**src/rtl/seq_pkg.sv**
```systemverilog
package seq_pkg;
    parameter int CNT_W = 8;

    typedef logic [CNT_W-1:0] cnt_t;

    typedef enum logic {PH_WRITE = 1'b0, PH_EXEC = 1'b1} phase_e;
    typedef enum logic {BR_SELF = 1'b0, BR_PEER = 1'b1} branch_e;

    typedef struct packed {
        cnt_t wr_self;
        cnt_t wr_peer;
        cnt_t ex_self;
        cnt_t ex_peer;
    } reload_t;

    function automatic cnt_t exec_reload(reload_t c, branch_e b);
        return (b == BR_PEER) ? c.ex_peer : c.ex_self;
    endfunction

    function automatic cnt_t write_reload(reload_t c, logic peer);
        return peer ? c.wr_peer : c.wr_self;
    endfunction
endpackage

```
**src/rtl/seq_reload_latch.sv**
```systemverilog
module seq_reload_latch
    import seq_pkg::*;
(
    input  logic    clk,
    input  logic    rst,
    input  reload_t cfg_i,
    output reload_t cfg_o
);
    reload_t cfg_q;

    always_ff @(posedge clk) begin
        if (rst) cfg_q <= cfg_i;
    end

    assign cfg_o = cfg_q;

    // constants hold while out of reset
    a_r7_cfg_stable: assert property (@(posedge clk) disable iff (rst)
        1'b1 |=> $stable(cfg_q));
endmodule

```
**src/rtl/seq_downcounter.sv**
```systemverilog
module seq_downcounter
    import seq_pkg::*;
(
    input  logic clk,
    input  logic rst,
    input  logic tick_i,
    input  logic load_i,
    input  cnt_t load_val_i,
    input  cnt_t rst_val_i,
    output logic zero_o
);
    cnt_t cnt_q;

    always_ff @(posedge clk) begin
        if (rst)                        cnt_q <= rst_val_i;
        else if (load_i)                cnt_q <= load_val_i;
        else if (tick_i && cnt_q != '0) cnt_q <= cnt_q - 1'b1;
    end

    assign zero_o = (cnt_q == '0);

    // a plain tick on a nonzero count steps down by one
    a_r1_decrement: assert property (@(posedge clk) disable iff (rst)
        (tick_i && !load_i && cnt_q != '0) |=> (cnt_q == $past(cnt_q) - 1'b1));
    // no tick, no load -> count holds
    a_r1_hold: assert property (@(posedge clk) disable iff (rst)
        (!tick_i && !load_i) |=> $stable(cnt_q));
endmodule

```
**src/rtl/seq_phase_ctrl.sv**
```systemverilog
module seq_phase_ctrl
    import seq_pkg::*;
(
    input  logic    clk,
    input  logic    rst,
    input  logic    tick_i,
    input  logic    peer_i,
    input  logic    zero_i,
    input  reload_t cfg_i,
    output logic    load_o,
    output cnt_t    load_val_o,
    output logic    wr_o,
    output logic    ex_o,
    output logic    frz_o,
    output phase_e  phase_o
);
    phase_e  phase_q;
    branch_e branch_q;
    logic    wr_q, ex_q, frz_q;
    logic    do_wr, do_ex;

    always_comb begin
        do_wr = tick_i && (phase_q == PH_WRITE) && (peer_i || zero_i);
        do_ex = tick_i && (phase_q == PH_EXEC) && zero_i;
        load_o = do_wr || do_ex;
        load_val_o = do_wr ? write_reload(cfg_i, peer_i)
                           : exec_reload(cfg_i, branch_q);
    end

    always_ff @(posedge clk) begin
        if (rst) begin
            phase_q  <= PH_WRITE;
            branch_q <= BR_SELF;
            wr_q     <= 1'b0;
            ex_q     <= 1'b0;
            frz_q    <= 1'b0;
        end else begin
            wr_q  <= do_wr;
            ex_q  <= do_ex;
            frz_q <= do_ex;
            if (do_wr) begin
                phase_q  <= PH_EXEC;
                branch_q <= peer_i ? BR_PEER : BR_SELF;
            end else if (do_ex) begin
                phase_q <= PH_WRITE;
            end
        end
    end

    assign wr_o    = wr_q;
    assign ex_o    = ex_q;
    assign frz_o   = frz_q;
    assign phase_o = phase_q;

    // strobes exclusive and one cycle wide
    a_r9_exclusive: assert property (@(posedge clk) disable iff (rst)
        !(wr_q && ex_q));
    a_r9_wr_pulse: assert property (@(posedge clk) disable iff (rst)
        wr_q |=> !wr_q);
    a_r9_ex_pulse: assert property (@(posedge clk) disable iff (rst)
        ex_q |=> !ex_q);
    // peer flag on a tick in write-wait forces a write
    a_r3_peer_write: assert property (@(posedge clk) disable iff (rst)
        (tick_i && peer_i && phase_q == PH_WRITE) |=> wr_q);
    // no strobe without a tick
    a_r8_no_tick_no_wr: assert property (@(posedge clk) disable iff (rst)
        !tick_i |=> !wr_q && !ex_q);
    // phase tracks the strobes
    a_r10_wr_phase: assert property (@(posedge clk) disable iff (rst)
        wr_q |-> phase_q == PH_EXEC);
    a_r10_ex_phase: assert property (@(posedge clk) disable iff (rst)
        ex_q |-> phase_q == PH_WRITE);
endmodule

```
**src/rtl/bcast_exec_seq.sv**
```systemverilog
module bcast_exec_seq
    import seq_pkg::*;
(
    input  logic             clk,
    input  logic             rst,
    input  logic             tick_i,
    input  logic             peer_wr_i,
    input  logic [CNT_W-1:0] rld_wr_self_i,
    input  logic [CNT_W-1:0] rld_wr_peer_i,
    input  logic [CNT_W-1:0] rld_ex_self_i,
    input  logic [CNT_W-1:0] rld_ex_peer_i,
    output logic             wr_strobe_o,
    output logic             exec_start_o,
    output logic             freeze_o,
    output logic             phase_o
);
    reload_t cfg_in, cfg;
    logic    zero, load;
    cnt_t    load_val;
    phase_e  phase;

    assign cfg_in = '{wr_self: rld_wr_self_i, wr_peer: rld_wr_peer_i,
                      ex_self: rld_ex_self_i, ex_peer: rld_ex_peer_i};

    seq_reload_latch u_latch (
        .clk(clk), .rst(rst), .cfg_i(cfg_in), .cfg_o(cfg)
    );

    seq_downcounter u_cnt (
        .clk(clk), .rst(rst), .tick_i(tick_i), .load_i(load),
        .load_val_i(load_val), .rst_val_i(rld_wr_self_i), .zero_o(zero)
    );

    seq_phase_ctrl u_ctrl (
        .clk(clk), .rst(rst), .tick_i(tick_i), .peer_i(peer_wr_i),
        .zero_i(zero), .cfg_i(cfg), .load_o(load), .load_val_o(load_val),
        .wr_o(wr_strobe_o), .ex_o(exec_start_o), .frz_o(freeze_o),
        .phase_o(phase)
    );

    assign phase_o = phase;
endmodule

```
**config.mk**
```make
export PLATFORM = sky130hd
export DESIGN_NAME = bcast_exec_seq
export DESIGN_NICKNAME = d
export VERILOG_FILES = /design/src/rtl/seq_pkg.sv /design/src/rtl/seq_reload_latch.sv /design/src/rtl/seq_downcounter.sv /design/src/rtl/seq_phase_ctrl.sv /design/src/rtl/bcast_exec_seq.sv
export SDC_FILE = /design/constraint.sdc
export NUM_CORES = 1
export LEC_CHECK = 0
export BUFFER_PORTS_ARGS = -buffer_cell sky130_fd_sc_hd__buf_2
export CORE_UTILIZATION = 39
export CTS_BUF_LIST = sky130_fd_sc_hd__clkbuf_4 sky130_fd_sc_hd__clkbuf_8 sky130_fd_sc_hd__clkbuf_16
export CTS_CLUSTER_DIAMETER = 80
export DETAILED_ROUTE_END_ITERATION = 10
export PLACE_DENSITY = 0.71
export SLEW_MARGIN = 10
export SYNTH_ARGS = -nofsm -noshare
export SYNTH_HDL_FRONTEND = slang
export SYNTH_HIERARCHICAL = 1
export SYNTH_SLANG_ARGS = --single-unit
```
**constraint.sdc**
```tcl
create_clock -name clk -period 2.5 [get_ports clk]
set_input_delay 0.375 -clock clk [delete_from_list [all_inputs] [get_ports clk]]
set_output_delay 0.375 -clock clk [all_outputs]
set_load 0.03 [all_outputs]
```
==> metrics.yaml <==
sta:
  hold_ws_ns: 0.2494
  fin_skew_ns: 0.006787
  max_freq_mhz: 411.3
  setup_viol: 0
  period_minus_slack_ns: 2.431
  drv_slew: 0
  setup_ws_ns: 0.06861
  finalHoldViolCount: 0
  fin_crit_sh_pct: 97.26
  worst_slew_pin_slew_ns: 0.5456
  max-slew-margin-rel_pct: 63.58
  totalNegativeSetupSlack_ns: 0
clock_network:
  insertion_delay_ns: 0.29
  h-tree-depth: 2
  hold_buffers: 0
  cts.clk_slew.worst_paths_ns: 0.08
  cts_buffers: 5
  clkSinkCount: 44
  cts_tree: "built"
  root_buffer: "clkbuf_8"
  clk_path_buf_depth: 2
setup_path:
  crit_path_end_kind: "flop"
  cpMaxStageDelayCell: "or4_4"
  critPathMaxFanout: 7
  critical_path_class: "reg2reg"
  slowest_delay_ns: 0.57
  arrival_ns: 2.59
  cp.required_ns: 2.65
  critPathLaunchType: "flop"
  path_buf_inv: 1
  cp_cell_sequence: "or4_4 > nor4b_4 > o21a_4 > buf_4 > mux2i_1 > nand2b_1 > o31ai_1 > o21ai_1"
  cp_top_family: "simple AND/OR/NAND/NOR gates"
yosys:
  syn_area_sq_mm: 0.001989
  synth-seq-area-share_pct: 64.40
  syn-num-nets: 174
  synth_edf_count: 40
  yosys.cell_types.count: 32
  netlist.top_cell.by_area: "edfxtp_1"
  postSynthAreaPerCell_sq_um: 14.63
  synth_ff_type: "edfxtp_1"
  synth_top_area_share_pct: 60.38
  synth.area.top_cells: "edfxtp_1, mux2i_1, dfxtp_1"
  synth_seq_cells: 44
  synth_cells: 136
  synth_warnings: 6
  async_reset_ff_share_pct: 0
floorplan:
  die_w_um: 73.42
  dieArea_sq_mm: 0.005391
  core_sq_mm: 0.004817
  row_count: 25
  start_util_pct: 41.30
  die_h_um: 73.42
  io_pins: 40
detailed_routing:
  routed_wl_um: 3469
  dr.pass1.iters: 4
  ant_nets: 0
  drc: 0
  drtIter0Drc: 50
  viasPerCell: 4.775
  num_vias: 1232
  wire_per_inst_um: 13.45
placement:
  place_congestion: 0.7877
  dp_hpwl_um: 2525
  dp.cells: 242
  numPortBuffers: 39
  pre_cts_ws_ns: 0.05517
layout:
  final_common_cell: "edfxtp_1"
  area_delta_synth_final_pct: 25.41
  layout_common_cells: "edfxtp_1, buf_2, mux2i_1"
  nets: 228
  register_area_sq_mm: 0.001281
  antennaDiodeCount: 0
  layout-drive-gt1-share_pct: 36.65
  instances_no_fill: 258
  fill_cells: 441
  multi_input_area_sq_um: 655.6
global_route:
  grt_max_degree: 27
  grt_remaining_overflow: 0
  antenna_found_initial: 0
  grt_pass1_wl_um: 5416
  grt_pass1_vias: 1216
  track_usage_pct: 14.01
power:
  ir_worst_vdd_v: 0.0003382
  power.total_mw: 1.890
  p_leak_nw: 0.9924
  powerDensity_mw_per_mm2: 757.6
run_status:
  status: "complete, no violations"
min_path:
  hold_path_class: "in2reg"
job:
  maxCapViolCount: 0
## cells in the mapped netlist (2+ instances only)
cell,count
a21oi_1,4
buf_4,2
clkbuf_1,2
dfxtp_1,4
edfxtp_1,40
ha_1,2
inv_1,4
mux2_2,2
mux2i_1,25
nand2_1,10
nand2b_1,2
nor2_1,5
nor3_1,2
nor3b_1,2
o21a_1,3
o21ai_0,5
o21ai_1,4
o31ai_1,3
xor2_1,2
## final cells by class
cell class / count / share of cell area, %
Inverter: 4 / 0.6018
Timing Repair Buffer: 53 / 12.04
Clock inverter: 3 / 3.611
Tap cell: 67 / 3.360
Clock buffer: 5 / 2.758
Multi-Input combinational cell: 82 / 26.28
Sequential cell: 44 / 51.35
## state kept, by name (all words and copies together), names as in the netlist
register,flops
u_latch/cfg_o,32
u_ctrl/frz_o,1
u_ctrl/phase_o,1
u_ctrl/branch_q,1
u_cnt/cnt_q,8
u_ctrl/wr_o,1
## routing by layer
metal / up-vias / GRT usage [%] / part of all wire (%)
li1: 617 / - / -
met2: 40 / 24.18 / 49
met5: - / 0 / 0
met4: 0 / 6.197 / 1.4
met3: 7 / 3.841 / 4.9
met1: 568 / 16.30 / 45
## path summary, 6_finish.rpt
path / startpoint / endpoint / slack (ns) / depth (start not counted)
min: rld_ex_self_i[5] / u_latch/cfg_o[13] / 0.25 / 1
max reg2reg: u_cnt/cnt_q[3] / u_cnt/cnt_q[6] / 0.07 / 8
max: u_cnt/cnt_q[3] / u_cnt/cnt_q[6] / 0.07 / 8
min reg2reg: u_ctrl/phase_o / u_ctrl/phase_o / 0.57 / 2
## cells by family (layout without fill, tap and decap cells)
family | after synthesis | after routing | synth area share (%)
simple gates | 28 | 28 | 8.994
fa+ha+maj | 2 | 2 | 1.258
flops | 44 | 44 | 64.40
buf+inv | 10 | 65 | 3.144
compound gates | 22 | 22 | 7.169
xor+xnor | 3 | 3 | 1.321
mux | 27 | 27 | 13.71
## metrics by stage
step | util (%) | instance area (sq um)
2_1_floorplan | - | 1999
4_1_cts | 50.52 | 2434
5_1_grt | 51.79 | 2495
3_5_place_dp | 47.22 | 2275
6_report | 51.79 | 2495
3_3_place_gp | 47.22 | 2275
## timing repair
item                       CTS  global route
setup buffers                0             8
gates resized for setup      0             2
setup endpoints to repair    0            16
## power by group
group	total [mW]	internal (mW)	switching, mW
Sequential	0.924	0.879	0.0451
Combinational	0.231	0.121	0.110
Clock	0.735	0.499	0.235
(Power assumes the default switching activity.)
